`config.mk`:
```
export PLATFORM = sky130hd
export DESIGN_NAME = mesh_la_route
export DESIGN_NICKNAME = d
export VERILOG_FILES = /design/src/rtl/noc_rc_pkg.sv /design/src/rtl/rc_step_unit.sv /design/src/rtl/rc_dor_unit.sv /design/src/rtl/rc_vc_slot.sv /design/src/rtl/mesh_la_route.sv
export SDC_FILE = /design/constraint.sdc
export NUM_CORES = 1
export LEC_CHECK = 0
export ABC_AREA = 0
export BUFFER_PORTS_ARGS = -buffer_cell sky130_fd_sc_hd__clkbuf_2
export CORE_MARGIN = 1
export CORE_UTILIZATION = 55
export CTS_BUF_LIST = sky130_fd_sc_hd__clkbuf_8
export DETAILED_ROUTE_END_ITERATION = 10
export GPL_TIMING_DRIVEN = 0
export PLACE_DENSITY_LB_ADDON = 0.25
export SYNTH_ARGS = -nofsm -noshare
export SYNTH_HDL_FRONTEND = slang
export SYNTH_SLANG_ARGS = --single-unit
```
`constraint.sdc`:
```
create_clock -name clk -period 5.6 [get_ports clk]
set_clock_uncertainty 0.15 [all_clocks]
set_input_delay 1.12 -clock clk [delete_from_list [all_inputs] [get_ports clk]]
set_output_delay 1.12 -clock clk [all_outputs]
set_load 0.05 [all_outputs]
```
`src/rtl/noc_rc_pkg.sv`:
```
package noc_rc_pkg;

    typedef enum logic [2:0] {
        PORT_LOCAL = 3'd0,
        PORT_EAST  = 3'd1,
        PORT_WEST  = 3'd2,
        PORT_NORTH = 3'd3,
        PORT_SOUTH = 3'd4
    } port_e;

    typedef enum logic [1:0] {
        FL_HEAD   = 2'd0,
        FL_BODY   = 2'd1,
        FL_TAIL   = 2'd2,
        FL_SINGLE = 2'd3
    } flit_e;

    typedef enum logic [1:0] {
        ST_UNI    = 2'd0,
        ST_MC_FWD = 2'd1,
        ST_MC_ABS = 2'd2
    } status_e;

    typedef struct packed {
        port_e   port;
        status_e status;
        port_e   la;
    } route_t;

endpackage

```
`src/rtl/rc_step_unit.sv`:
```
module rc_step_unit
    import noc_rc_pkg::*;
#(
    parameter int CW = 2
) (
    input  logic [CW-1:0] node_x,
    input  logic [CW-1:0] node_y,
    input  port_e         dir,
    output logic [CW-1:0] nb_x,
    output logic [CW-1:0] nb_y
);
    localparam logic [CW-1:0] ONE = CW'(1);

    always_comb begin
        nb_x = node_x;
        nb_y = node_y;
        unique case (dir)
            PORT_EAST:  nb_x = node_x + ONE;
            PORT_WEST:  nb_x = node_x - ONE;
            PORT_NORTH: nb_y = node_y + ONE;
            PORT_SOUTH: nb_y = node_y - ONE;
            default:    ;
        endcase
    end
endmodule

```
`src/rtl/rc_dor_unit.sv`:
```
module rc_dor_unit
    import noc_rc_pkg::*;
#(
    parameter int CW    = 2,
    parameter int ORDER = 0
) (
    input  logic [CW-1:0] node_x,
    input  logic [CW-1:0] node_y,
    input  logic [CW-1:0] tgt_x,
    input  logic [CW-1:0] tgt_y,
    output port_e         port
);
    generate
        if (ORDER == 0) begin : g_xy
            always_comb begin
                if (tgt_x > node_x)      port = PORT_EAST;
                else if (tgt_x < node_x) port = PORT_WEST;
                else if (tgt_y > node_y) port = PORT_NORTH;
                else if (tgt_y < node_y) port = PORT_SOUTH;
                else                     port = PORT_LOCAL;
            end
            // a Y move only once X is resolved
            always_comb begin
                assert_x_first_R1: assert (!((port == PORT_NORTH || port == PORT_SOUTH)
                                             && node_x != tgt_x));
            end
        end else begin : g_yx
            always_comb begin
                if (tgt_y > node_y)      port = PORT_NORTH;
                else if (tgt_y < node_y) port = PORT_SOUTH;
                else if (tgt_x > node_x) port = PORT_EAST;
                else if (tgt_x < node_x) port = PORT_WEST;
                else                     port = PORT_LOCAL;
            end
            // an X move only once Y is resolved
            always_comb begin
                assert_y_first_R2: assert (!((port == PORT_EAST || port == PORT_WEST)
                                             && node_y != tgt_y));
            end
        end
    endgenerate
endmodule

```
`src/rtl/rc_vc_slot.sv`:
```
module rc_vc_slot
    import noc_rc_pkg::*;
(
    input  logic   clk,
    input  logic   rst_n,
    input  logic   hit,
    input  flit_e  ftype,
    input  route_t head_route,
    output logic   busy,
    output route_t held
);
    typedef enum logic {VC_IDLE, VC_HOLD} vc_state_e;

    vc_state_e state_q, state_d;

    always_comb begin
        state_d = state_q;
        unique case (state_q)
            VC_IDLE: begin
                if (hit && ftype == FL_HEAD) state_d = VC_HOLD;          // ACQUIRE
            end
            VC_HOLD: begin
                if (hit && (ftype == FL_TAIL || ftype == FL_SINGLE))
                    state_d = VC_IDLE;                                    // RELEASE
                else if (hit && ftype == FL_HEAD)
                    state_d = VC_HOLD;                                    // REACQUIRE
            end
            default: state_d = VC_IDLE;
        endcase
    end

    always_ff @(posedge clk) begin
        if (!rst_n) state_q <= VC_IDLE;
        else        state_q <= state_d;
    end

    always_ff @(posedge clk) begin
        if (!rst_n) held <= '0;
        else if (hit && (ftype == FL_HEAD || ftype == FL_SINGLE)) held <= head_route;
    end

    assign busy = (state_q == VC_HOLD);

    assert_tail_release_R8: assert property (@(posedge clk) disable iff (!rst_n)
        hit && ftype == FL_TAIL |=> !busy);

    assert_single_idle_R11: assert property (@(posedge clk) disable iff (!rst_n)
        hit && ftype == FL_SINGLE |=> !busy);

endmodule

```
`src/rtl/mesh_la_route.sv`:
```
module mesh_la_route
    import noc_rc_pkg::*;
#(
    parameter int  CW    = 2,
    parameter int  NVC   = 4,
    parameter int  ORDER = 0,
    localparam int VCW   = (NVC > 1) ? $clog2(NVC) : 1
) (
    input  logic           clk,
    input  logic           rst_n,
    input  logic           in_valid,
    input  logic [1:0]     in_type,
    input  logic [VCW-1:0] in_vc,
    input  logic [2:0]     in_la_port,
    input  logic           in_mcast,
    input  logic [1:0]     in_rem,
    input  logic [CW-1:0]  cur_x,
    input  logic [CW-1:0]  cur_y,
    input  logic [CW-1:0]  d0_x,
    input  logic [CW-1:0]  d0_y,
    input  logic [CW-1:0]  d1_x,
    input  logic [CW-1:0]  d1_y,
    input  logic [CW-1:0]  d2_x,
    input  logic [CW-1:0]  d2_y,
    output logic           out_valid,
    output logic [VCW-1:0] out_vc,
    output logic [2:0]     out_port,
    output logic [1:0]     out_status,
    output logic [2:0]     out_la_port
);
    port_e   carried;
    flit_e   ftype;
    logic    is_head, abs_here, erem_nz, fwd_ok;
    status_e head_status;
    logic [CW-1:0] e0_x, e0_y, e1_x, e1_y, nb_x, nb_y, tg_x, tg_y;
    port_e   la_raw;
    route_t  head_route, pick_route, r_q;
    logic [NVC-1:0] busy;
    route_t  held_r [NVC];

    assign carried = port_e'(in_la_port);
    assign ftype   = flit_e'(in_type);
    assign is_head = (ftype == FL_HEAD) || (ftype == FL_SINGLE);

    // classification at this router
    always_comb begin
        abs_here = in_mcast && (cur_x == d0_x) && (cur_y == d0_y) && (in_rem != 2'd0);
        if (!in_mcast)    head_status = ST_UNI;
        else if (abs_here) head_status = ST_MC_ABS;
        else              head_status = ST_MC_FWD;
    end

    // destination window as the neighbour will see it
    always_comb begin
        if (abs_here) begin
            e0_x = d1_x; e0_y = d1_y;
            e1_x = d2_x; e1_y = d2_y;
            erem_nz = (in_rem >= 2'd2);
        end else begin
            e0_x = d0_x; e0_y = d0_y;
            e1_x = d1_x; e1_y = d1_y;
            erem_nz = (in_rem != 2'd0);
        end
    end

    rc_step_unit #(.CW(CW)) u_step (
        .node_x (cur_x),
        .node_y (cur_y),
        .dir    (carried),
        .nb_x   (nb_x),
        .nb_y   (nb_y)
    );

    always_comb begin
        if (in_mcast && erem_nz && nb_x == e0_x && nb_y == e0_y) begin
            tg_x = e1_x; tg_y = e1_y;
        end else begin
            tg_x = e0_x; tg_y = e0_y;
        end
    end

    rc_dor_unit #(.CW(CW), .ORDER(ORDER)) u_dor (
        .node_x (nb_x),
        .node_y (nb_y),
        .tgt_x  (tg_x),
        .tgt_y  (tg_y),
        .port   (la_raw)
    );

    always_comb begin
        head_route.port   = carried;
        head_route.status = head_status;
        head_route.la     = (carried == PORT_LOCAL) ? PORT_LOCAL : la_raw;
    end

    generate
        for (genvar v = 0; v < NVC; v++) begin : g_vc
            rc_vc_slot u_slot (
                .clk        (clk),
                .rst_n      (rst_n),
                .hit        (in_valid && in_vc == VCW'(v)),
                .ftype      (ftype),
                .head_route (head_route),
                .busy       (busy[v]),
                .held       (held_r[v])
            );
        end
    endgenerate

    assign fwd_ok     = in_valid && (is_head || busy[in_vc]);
    assign pick_route = is_head ? head_route : held_r[in_vc];

    always_ff @(posedge clk) begin
        if (!rst_n) begin
            out_valid <= 1'b0;
            out_vc    <= '0;
            r_q       <= '0;
        end else begin
            out_valid <= fwd_ok;
            if (fwd_ok) begin
                out_vc <= in_vc;
                r_q    <= pick_route;
            end
        end
    end

    assign out_port    = r_q.port;
    assign out_status  = r_q.status;
    assign out_la_port = r_q.la;

    assert_head_latency_R7: assert property (@(posedge clk) disable iff (!rst_n)
        in_valid && is_head |=> out_valid && out_vc == $past(in_vc));

    assert_unicast_status_R4: assert property (@(posedge clk) disable iff (!rst_n)
        in_valid && is_head && !in_mcast |=> out_status == 2'd0);

    assert_idle_drop_R9: assert property (@(posedge clk) disable iff (!rst_n)
        in_valid && !is_head && !busy[in_vc] |=> !out_valid);

    assert_hold_route_R8: assert property (@(posedge clk) disable iff (!rst_n)
        out_valid && in_valid && !is_head && busy[in_vc] && in_vc == out_vc
        |=> out_valid && out_port == $past(out_port) && out_la_port == $past(out_la_port));

    assert_local_la_R3: assert property (@(posedge clk) disable iff (!rst_n)
        out_valid && out_port == 3'd0 |-> out_la_port == 3'd0);

endmodule

```
==> impl_summary.log <==
[metrics] sequential cell area fraction in the yosys report: 35.88%
[metrics] Max clock buf depth: 2
[metrics] Crit-path slowest cell: sky130_fd_sc_hd__or4b_1
[metrics] global router's overall resource usage: 26.61%
[metrics] crit-path leading delay family: simple AND/OR/NAND/NOR gates
[metrics] Netlist cell types: 46
[metrics] weighted congestion reported at the end of routability-driven placement: 0.8939
[metrics] initial antenna violation count: 0
[metrics] final period demand of the worst path: 4.943 ns
[metrics] Most used DFF post-synth: sky130_fd_sc_hd__dfxtp_1
[metrics] number of optimization iterations in the first detailed-route pass: 7
[metrics] Top Ports: 40
[metrics] failing checks: design-rule violations
[metrics] Highest Clock Rate: 0.2023 GHz
[metrics] Hold WC Path Type: reg -> reg
[metrics] sum of negative setup slack: 0 ns
[metrics] Tcrit/Tclk final: 88.26%
[metrics] total placed cells including tap cells: 370
[metrics] routed vias/inst: 5.852
[metrics] die extent in y: 71.05 µm
[metrics] Post-synth ARST share: 0%
[metrics] relative area change from synthesis to final layout: 12.88%
[metrics] met3 global-route usage: 4.986%
[metrics] width of the die: 71.05 µm
[metrics] endpoint arrival time on the critical path: 5.05 ns
[metrics] cell count after synthesis: 282
[metrics] syn_nets: 318
[metrics] critical path capture point type: register
[metrics] H-tree depth: 2
[metrics] met2 usage: 43.80%
[metrics] net count reported at finish: 361
[metrics] Post-synth EDFFs: 0
[metrics] Cell Chain, Critical Path: clkbuf_2 > xor2_1 > nor4_4 > and2_1 > buf_6 > mux2i_1 > or4b_1 > or4_4 > or3_1 > o221a_2 > ha_1 > a21oi_1 > a21oi_1 > nand3_1 > a21oi_1 > mux2i_1 > nand2_1 > o211a_1
[metrics] GR Overflow Total: 0
[metrics] power density relative to cell area: 244.9 nW/µm²
[metrics] synthesized flop and latch total: 47
[metrics] worst-case headroom to the max-slew limit: 30.32%
[metrics] largest net degree at the start of global routing: 17
[metrics] share of post-route cells with drive strength above 1: 18.71%
[metrics] Clk pin slew, worst setup/hold paths: 0.09 ns
[metrics] leading post-synthesis cells by instance count: 47 x sky130_fd_sc_hd__dfxtp_1, 45 x sky130_fd_sc_hd__nand2_1, 26 x sky130_fd_sc_hd__mux2i_1, 18 x sky130_fd_sc_hd__a21boi_0
[metrics] Yosys warnings: 0
[metrics] # setup viols final: 0
[metrics] die area: 5048 µm²
[metrics] Worst EP required: 5.70 ns
[metrics] core outline area: 4474 µm²
[metrics] most frequent CP cell: sky130_fd_sc_hd__a21oi_1
[metrics] n_diodes: 0
[metrics] synth top area cells: sky130_fd_sc_hd__dfxtp_1 36%, sky130_fd_sc_hd__mux2i_1 9.9%, sky130_fd_sc_hd__mux4_2 7.7%, sky130_fd_sc_hd__nand2_1 6.4%, sky130_fd_sc_hd__a21boi_0 5.2%
[metrics] Post-CTS Setup Repair Bufs: 0
[metrics] remaining antenna violation count after routing: 0
[metrics] worst vdd ir: 0.1755 mV
[metrics] DRT iter0 DRCs: 126
[metrics] mean cell area of the mapped netlist: 9.300 µm²
[metrics] number of non-filler instances in the completed layout: 378
[metrics] number of CTS-inserted buffers: 5
[metrics] unrepaired setup endpoints after global routing: no
[metrics] maximum capacitance violations: 0
[metrics] path type of the worst setup path: in -> reg
[metrics] Most Used Layer, Global Route: met2
[metrics] Leak: 1.135 nW
[metrics] vias after detailed routing: 2212
[metrics] count of port buffers added during placement: 36
[metrics] global routing usage on met1: 34.68%
[metrics] Final Slew Violations: 0
[metrics] maximum fanout count along the critical path: 7
[metrics] wire length of the first global-routing pass: 10390 µm
[metrics] TritonCTS clock tree: built
[metrics] Startpoint Class: input pin
[metrics] number of placement rows: 24
[metrics] transition time at the pin with the least slew margin: 1.041 ns
[metrics] dominant cell type by area after synthesis: sky130_fd_sc_hd__dfxtp_1
[metrics] # resized after CTS: 0
[metrics] count of clock tree sinks: 47
[metrics] count of buffering cells on the critical path with inverters included: 2
[metrics] number of global-route vias before repair: 2199
[metrics] Netlist Area Pre-Place: 2623 µm²
[metrics] CTS Hold Bufs: 0
[metrics] detailed-route wire length per cell: 16.14 µm
[metrics] Routed WL: 6100 µm
[metrics] final count of hold timing violations: 0
[metrics] outcome: complete, but fails checks
[metrics] top-area cell type share of the netlist area: 35.88%
[metrics] maximum single-stage delay on the critical path: 0.48 ns
[metrics] source-to-sink clock delay at the later pin of the worst-skew pair: 0.31 ns
[metrics] effective utilization at floorplan: 58.61%
[metrics] dpl hpwl: 4467 µm
[metrics] cell with the most instances after synthesis: sky130_fd_sc_hd__dfxtp_1
[metrics] buffer cell driving the clock tree root: sky130_fd_sc_hd__clkbuf_8
[metrics] number of design rule violations left after detail routing: 7
==> metal layers <==
layer	wire length, µm	vias up
li1	-	1084
met1	2803	1047
met2	2854	74
met3	349	7
met4	92	0
met5	0	-
==> cells in the final DEF (no fill, tap or decap), drive strengths merged, types with 3 or more instances in the layout <==
| cell | n |
|---|---|
| a21oi | 11 |
| nor2 | 14 |
| or3 | 9 |
| dfxtp | 47 |
| o21ai | 6 |
| nand2b | 3 |
| clkbuf | 54 |
| mux4 | 9 |
| nand3 | 4 |
| ha | 7 |
| buf | 3 |
| nand2 | 46 |
| xnor2 | 6 |
| nor2b | 14 |
| mux2i | 26 |
| xor2 | 6 |
| and2 | 3 |
| inv | 6 |
| o211a | 5 |
| a21boi | 18 |
==> cells by family (layout without fill, tap and decap cells) <==
kind of cell | after synthesis | after routing | share of synthesized area (%)
and+or+nand+nor | 105 | 105 | 20.47
AOI/OAI and AO/OA | 54 | 54 | 14.93
DFF | 47 | 47 | 35.88
muxes | 35 | 35 | 17.65
buffers and inverters | 22 | 66 | 3.435
xor gates and xnor gates | 12 | 12 | 4.294
adders and majority gates | 7 | 7 | 3.340
==> metrics by stage <==
step                total power [W]  setup slack (ns)  hold slack, ns  utilization, %  instance area, µm²
floorplan                 0.0004745            0.8954          0.2832               -                2623
global placement          0.0005162            0.4067          0.2925           64.09                2868
detailed placement        0.0005190            0.3523          0.3004           64.09                2868
CTS                       0.0007275            0.6594          0.3128           66.16                2960
global route              0.0007621            0.4034          0.3340           66.16                2960
finish                    0.0007251            0.6572          0.3120           66.16                2960
==> worst register-to-register path, cell delays in order (launching register included) <==
cell and delay, ns:
sky130_fd_sc_hd__dfxtp_1 0.33, sky130_fd_sc_hd__mux4_2 0.46, sky130_fd_sc_hd__o21a_1 0.18, sky130_fd_sc_hd__clkbuf_1 0.25
sky130_fd_sc_hd__clkbuf_1 0.34, sky130_fd_sc_hd__o211a_1 0.29
==> power by group <==
part	internal [W]	total, W	leakage [nW]	switching [W]
logic	0.0000589	0.000160	0.713	0.000101
registers	0.000346	0.000352	0.381	0.00000612
clock network	0.0000894	0.000213	0.0408	0.000124
total	0.000494	0.000725	1.14	0.000231
==> area by class of cell <==
cell class                 instances  area, µm²
inverter                           6      22.52
multi-input combinational        213       1592
buffer                            16      67.56
fill                             378       1514
clock inverter                     3      23.77
sequential                        47      940.9
tap                               52      65.06
clock buffer                       5      68.82
timing repair buffer              36      180.2
==> flip-flops by register name, indices dropped and copies added (netlist names) <==
name	flops
g_vc.u_slot.held	32
g_vc.u_slot.busy	4
out_la_port	3
out_port	3
out_status	2
out_vc	2
out_valid	1
==> path summary, 6_finish.rpt <==
check                               from                     end  slack (ns)  cells after the start
setup / recovery                cur_y[0]          out_la_port[1]        0.66                     18
hold reg to reg   g_vc[3].u_slot.held[0]  g_vc[3].u_slot.held[0]        0.31                      2
hold / removal    g_vc[3].u_slot.held[0]  g_vc[3].u_slot.held[0]        0.31                      2
setup reg to reg     g_vc[3].u_slot.busy           out_status[1]        3.50                      5
Power figures use the tool's default switching activity.
